--- src/rtl/xlink_pkg.sv ---
package xlink_pkg;
  typedef enum logic [1:0] {
    XL_IDLE  = 2'd0,
    XL_REQ   = 2'd1,
    XL_SHIFT = 2'd2
  } xl_state_e;
endpackage

--- src/rtl/xlink_rst_sync.sv ---
module xlink_rst_sync (
  input  logic clk,
  input  logic rst_in_n,
  output logic rst_out_n
);
  logic meta_q;
  logic sync_q;

  always_ff @(posedge clk or negedge rst_in_n) begin
    if (!rst_in_n) begin
      meta_q <= 1'b0;
      sync_q <= 1'b0;
    end else begin
      meta_q <= 1'b1;
      sync_q <= meta_q;
    end
  end

  assign rst_out_n = sync_q;
endmodule

--- src/rtl/xlink_ctrl.sv ---
module xlink_ctrl
  import xlink_pkg::*;
#(
  parameter int W = 32
) (
  input  logic clk,
  input  logic rst_n,
  input  logic start,
  input  logic ready_i,
  output logic sel_o,
  output logic sync_o,
  output logic load_o,
  output logic shift_o,
  output logic done_o
);
  localparam int CW = $clog2(W + 1);

  xl_state_e       st_q, st_d;
  logic [CW-1:0]   cnt_q, cnt_d;
  logic            done_q, done_d;

  always_comb begin
    st_d   = st_q;
    cnt_d  = cnt_q;
    done_d = 1'b0;
    case (st_q)
      XL_IDLE: begin
        if (start) st_d = XL_REQ;
      end
      XL_REQ: begin
        if (ready_i) begin
          st_d  = XL_SHIFT;
          cnt_d = CW'(W);
        end
      end
      XL_SHIFT: begin
        cnt_d = cnt_q - 1'b1;
        if (cnt_q == CW'(1)) begin
          st_d   = XL_IDLE;
          done_d = 1'b1;
        end
      end
      default: st_d = XL_IDLE;
    endcase
  end

  always_ff @(posedge clk or negedge rst_n) begin
    if (!rst_n) begin
      st_q   <= XL_IDLE;
      cnt_q  <= '0;
      done_q <= 1'b0;
    end else begin
      st_q   <= st_d;
      cnt_q  <= cnt_d;
      done_q <= done_d;
    end
  end

  assign load_o  = (st_q == XL_IDLE) && start;
  assign shift_o = (st_q == XL_SHIFT);
  assign sel_o   = (st_q != XL_IDLE);
  assign sync_o  = (st_q == XL_REQ);
  assign done_o  = done_q;

  AST_SYNC_RELEASE: assert property (@(posedge clk) disable iff (!rst_n)
    (sync_o && ready_i) |=> (!sync_o && shift_o));
  AST_CNT_RANGE: assert property (@(posedge clk) disable iff (!rst_n)
    cnt_q <= CW'(W));
  AST_DONE_PULSE: assert property (@(posedge clk) disable iff (!rst_n)
    done_o |=> !done_o);
  AST_BUSY_NO_LOAD: assert property (@(posedge clk) disable iff (!rst_n)
    (shift_o && start) |=> (st_q != XL_REQ));
endmodule

--- src/rtl/xlink_shreg.sv ---
module xlink_shreg #(
  parameter int W = 32
) (
  input  logic         clk,
  input  logic         rst_n,
  input  logic         load,
  input  logic         shift,
  input  logic [W-1:0] par_d,
  input  logic         ser_i,
  output logic         ser_o,
  output logic [W-1:0] q
);
  logic [W-1:0] q_r, q_d;

  always_comb begin
    q_d = q_r;
    if (load)       q_d = par_d;
    else if (shift) q_d = {ser_i, q_r[W-1:1]};
  end

  always_ff @(posedge clk or negedge rst_n) begin
    if (!rst_n) q_r <= '0;
    else if (load || shift) q_r <= q_d;
  end

  assign ser_o = q_r[0];
  assign q     = q_r;

  AST_RX_HOLD: assert property (@(posedge clk) disable iff (!rst_n)
    (!load && !shift) |=> $stable(q_r));
endmodule

--- src/rtl/xlink_end.sv ---
module xlink_end #(
  parameter int W = 32
) (
  input  logic         clk,
  input  logic         rst_n,
  input  logic         start,
  input  logic [W-1:0] word_i,
  output logic         done,
  output logic [W-1:0] rx,
  output logic         sel_o,
  output logic         sync_o,
  input  logic         ready_i,
  output logic         ser_o,
  input  logic         ser_i
);
  logic load_w, shift_w;

  xlink_ctrl #(.W(W)) u_ctrl (
    .clk     (clk),
    .rst_n   (rst_n),
    .start   (start),
    .ready_i (ready_i),
    .sel_o   (sel_o),
    .sync_o  (sync_o),
    .load_o  (load_w),
    .shift_o (shift_w),
    .done_o  (done)
  );

  xlink_shreg #(.W(W)) u_sr (
    .clk   (clk),
    .rst_n (rst_n),
    .load  (load_w),
    .shift (shift_w),
    .par_d (word_i),
    .ser_i (ser_i),
    .ser_o (ser_o),
    .q     (rx)
  );
endmodule

--- src/rtl/xlink_pair.sv ---
module xlink_pair #(
  parameter int W = 32
) (
  input  logic         clk,
  input  logic         rst_n,
  input  logic         a_start,
  input  logic [W-1:0] a_word,
  output logic         a_done,
  output logic [W-1:0] a_rx,
  input  logic         b_start,
  input  logic [W-1:0] b_word,
  output logic         b_done,
  output logic [W-1:0] b_rx
);
  logic rst_s_n;
  logic a_sel, a_sync, a_ser;
  logic b_sel, b_sync, b_ser;
  logic ready;

  xlink_rst_sync u_rst (
    .clk       (clk),
    .rst_in_n  (rst_n),
    .rst_out_n (rst_s_n)
  );

  assign ready = a_sel && a_sync && b_sel && b_sync;

  xlink_end #(.W(W)) u_a (
    .clk     (clk),
    .rst_n   (rst_s_n),
    .start   (a_start),
    .word_i  (a_word),
    .done    (a_done),
    .rx      (a_rx),
    .sel_o   (a_sel),
    .sync_o  (a_sync),
    .ready_i (ready),
    .ser_o   (a_ser),
    .ser_i   (b_ser & b_sel)
  );

  xlink_end #(.W(W)) u_b (
    .clk     (clk),
    .rst_n   (rst_s_n),
    .start   (b_start),
    .word_i  (b_word),
    .done    (b_done),
    .rx      (b_rx),
    .sel_o   (b_sel),
    .sync_o  (b_sync),
    .ready_i (ready),
    .ser_o   (b_ser),
    .ser_i   (a_ser & a_sel)
  );

  AST_DONE_TOGETHER: assert property (@(posedge clk) disable iff (!rst_s_n)
    a_done == b_done);
  AST_ONE_SIDE_WAITS: assert property (@(posedge clk) disable iff (!rst_s_n)
    (a_sync && !b_sel) |=> $stable(a_rx));
endmodule

--- config.mk ---
export PLATFORM = sky130hd
export DESIGN_NAME = xlink_pair
export DESIGN_NICKNAME = d
export VERILOG_FILES = /design/src/rtl/xlink_pkg.sv /design/src/rtl/xlink_rst_sync.sv /design/src/rtl/xlink_ctrl.sv /design/src/rtl/xlink_shreg.sv /design/src/rtl/xlink_end.sv /design/src/rtl/xlink_pair.sv
export SDC_FILE = /design/constraint.sdc
export NUM_CORES = 1
export LEC_CHECK = 0
export ABC_CLOCK_PERIOD_IN_PS = 5600
export CAP_MARGIN = 0
export CORE_MARGIN = 2
export CORE_UTILIZATION = 25
export DETAILED_ROUTE_END_ITERATION = 10
export PLACE_DENSITY = 0.58
export SLEW_MARGIN = 20
export SYNTH_ARGS = -nofsm -noshare
export SYNTH_HDL_FRONTEND = slang
export SYNTH_HIERARCHICAL = 1
export SYNTH_SLANG_ARGS = --single-unit
--- constraint.sdc ---
create_clock -name clk -period 5.6 [get_ports clk]
set_input_delay 0.84 -clock clk [delete_from_list [all_inputs] [get_ports clk]]
set_output_delay 0.84 -clock clk [all_outputs]
set_load 0.1 [all_outputs]
==> flow_metrics.py <==
metrics = {
    "outcome": {
        "status": "finished clean",
    },
    "final_layout": {
        "fin_cells": 721,
        "layout_commonest_cell": "clkdlybuf4s50_1",
        "drive_above_1_share_pct": 6.535,
        "areaGrowthSynthToFinish_pct": 42.73,
        "antenna_cells": 0,
        "final_cell_mix": "133 x clkdlybuf4s50_1, 83 x dfrtp_1, 68 x nand2_1, 68 x mux2i_1, 58 x o21ai_1",
        "nNetsFinal": 573,
    },
    "drt": {
        "first_pass_iters": 4,
        "route.met2.wl_mm": 4.588,
        "drt_iter0_markers": 112,
        "vias": 3112,
        "top_layer_used": "met4",
        "m1WireLength_mm": 4.713,
        "wl_mm": 10.09,
        "drcViolationCount": 0,
        "routed_via_density": 4.316,
        "wl_met3_um": 656,
        "ant_nets": 0,
        "wl_per_cell_um": 14.00,
    },
    "cts": {
        "numCtsBuffers": 9,
        "root_buffer": "clkbuf_16",
        "hold_buffers": 0,
        "clkSlewWorstSetupHoldPaths_ps": 60,
        "post_cts_buffers": 0,
        "clock_latency_ps": 340,
        "cts_tree": "built",
        "cts_buffer_depth": 2,
        "cts_sinks": 84,
        "cts_max_level": 3,
        "post_cts_resized": 0,
    },
    "placed_design": {
        "placed_cells": 705,
        "place_congestion": 0.7597,
        "dpl.hpwl_mm": 6.997,
        "io_buffers": 133,
        "detailedPlace.worstSlack_ps": 3097,
    },
    "sta": {
        "clock_skew_ps": 6.971,
        "maxSlewHeadroom_pct": 32.23,
        "setup_ws_ps": 2860,
        "fmax_mhz": 365.0,
        "tns_ps": 0,
        "tightest_slew_ps": 1013,
        "finalCriticalPeriod_ps": 2740,
        "hold_violations": 0,
        "rsz0062_at_grt": "no",
        "drv_slew": 0,
        "setup_viol": 0,
        "fin_crit_sh_pct": 48.92,
        "whs_ps": 306.5,
    },
    "synth": {
        "ys_warn_count": 6,
        "synthTopCellsByArea": "dfrtp_1 51%, mux2i_1 17%, o21ai_1 7.1%, nand2_1 6.2%, buf_12 2.9%",
        "async_reset_ff_share_pct": 100.0,
        "yosysTopAreaCell": "dfrtp_1",
        "syn_area_sq_um": 4088,
        "ys_types": 33,
        "synth-main-ff-cell": "dfrtp_1",
        "synth_edf_count": 0,
        "syn_avg_cell_area_sq_um": 10.76,
        "syn_inst": 380,
        "synth-seq-area-share_pct": 51.42,
        "netlist.area_leader.share_pct": 51.42,
        "ys_seq_elements": 84,
        "synth_nets": 452,
    },
    "global_routing": {
        "grt_first_pass_wirelength_mm": 16.79,
        "grtUsageTotal_pct": 12.04,
        "grt_max_degree": 83,
        "antenna_found_initial": 0,
        "grt_overflow": 0,
        "grt_pass1_vias": 3222,
    },
    "setup_path": {
        "required_ps": 4760,
        "max_stage_delay_ps": 1180,
        "cp_top_family": "buffers and inverters",
        "worstReg2RegStart": "u_b/u_ctrl/st_q[0]",
        "cp_slowest_cell": "clkdlybuf4s50_1",
        "cp_num_buf_inv": 1,
        "endpoint_kind": "primary output",
        "worstPathCellList": "clkdlybuf4s50_1",
        "cp-start-kind": "flip-flop",
        "worstSetupStartpoint": "u_a/u_sr/q[2]",
        "worstPathArrival_ps": 1900,
        "cp_max_fo": 3,
        "critical_path_class": "reg2out",
    },
    "floorplan": {
        "die_w_um": 131.9,
        "start_util_pct": 25.64,
        "row_count": 46,
        "core_sq_um": 15940,
        "ioPinCount": 134,
        "die_h_um": 131.9,
        "die_area_sq_um": 17390,
    },
    "job": {
        "drv.max_cap_violation_count": 0,
    },
    "worst_hold_path": {
        "hold_class": "reg2async",
    },
}
-- worst reg2reg max path: stages, from the launching register on --
cell and delay, ps:
dfrtp_1 420, nand2b_1 390, clkinv_4 430, nand4_2 250
mux2_4 300
-- final cells by class --
class	instances	area, sq um
Clock buffer	11	242.7
Clock inverter	4	73.82
Fill cell	1588	10110
Inverter	12	55.05
Multi-Input combinational cell	258	1693
Sequential cell	84	2106
Tap cell	216	270.3
Timing Repair Buffer	136	1394
-- through the flow --
| stage | area (sq um) | util (%) |
|---|---|---|
| final | 5834 | 36.60 |
| after global routing | 5834 | 36.60 |
| after CTS | 5807 | 36.42 |
| after detailed placement | 5490 | 34.44 |
| after global placement | 5463 | 34.26 |
| after floorplan | 4088 | - |
-- registers in the layout, indices dropped and copies added, names as in the netlist --
| register | flops |
|---|---|
| u_rst/meta_q | 1 |
| u_b/u_ctrl/done_o | 1 |
| u_a/u_sr/q | 32 |
| u_b/u_sr/q | 32 |
| u_a/u_ctrl/st_q | 2 |
| u_a/u_ctrl/done_o | 1 |
| u_b/u_ctrl/st_q | 2 |
| u_a/u_ctrl/cnt_q | 6 |
| u_b/u_ctrl/cnt_q | 6 |
| u_rst/rst_out_n | 1 |
-- cells by family after synthesis --
| logic type | after synthesis | share of synthesized area (%) |
|---|---|---|
| AOI/OAI and AO/OA | 74 | 9.428 |
| and+or+nand+nor | 107 | 12.49 |
| adders and majority gates | 4 | 1.224 |
| muxes | 70 | 17.39 |
| buffers and inverters | 38 | 7.530 |
| DFF | 84 | 51.42 |
| xor gates and xnor gates | 2 | 0.4286 |
| other | 1 | 0.09174 |
-- cell usage after synthesis (all sizes together) (4+ instances only) --
cell / number
dfrtp: 84
mux2i: 68
nand4: 4
o21ai: 70
nand3b: 4
and2: 4
buf: 24
ha: 4
nand3: 8
inv: 10
nor2: 4
nand2: 68
nor2b: 4
-- path summary, 6_finish.rpt --
kind	to	slack, ps	depth (start not counted)
min in group clk	u_rst/rst_out_n	360	0
worst max-delay path	a_rx[2]	2860	1
worst min-delay path	u_b/u_sr/q[12]	310	0
worst max register to register	u_b/u_ctrl/cnt_q[5]	3690	4
max in group asynchronous	u_a/u_ctrl/cnt_q[3]	4690	1
worst min register to register	u_b/u_sr/q[12]	310	0
-- routing by layer --
metal,up-vias,track usage (%)
met5,-,0
met4,0,3.804
met3,11,4.421
met2,102,18.95
met1,1464,15.40
li1,1535,-
Power is left out: the tool's default activity adds up to more than one toggle a clock period on the data nets, which glitch-free logic cannot reach.
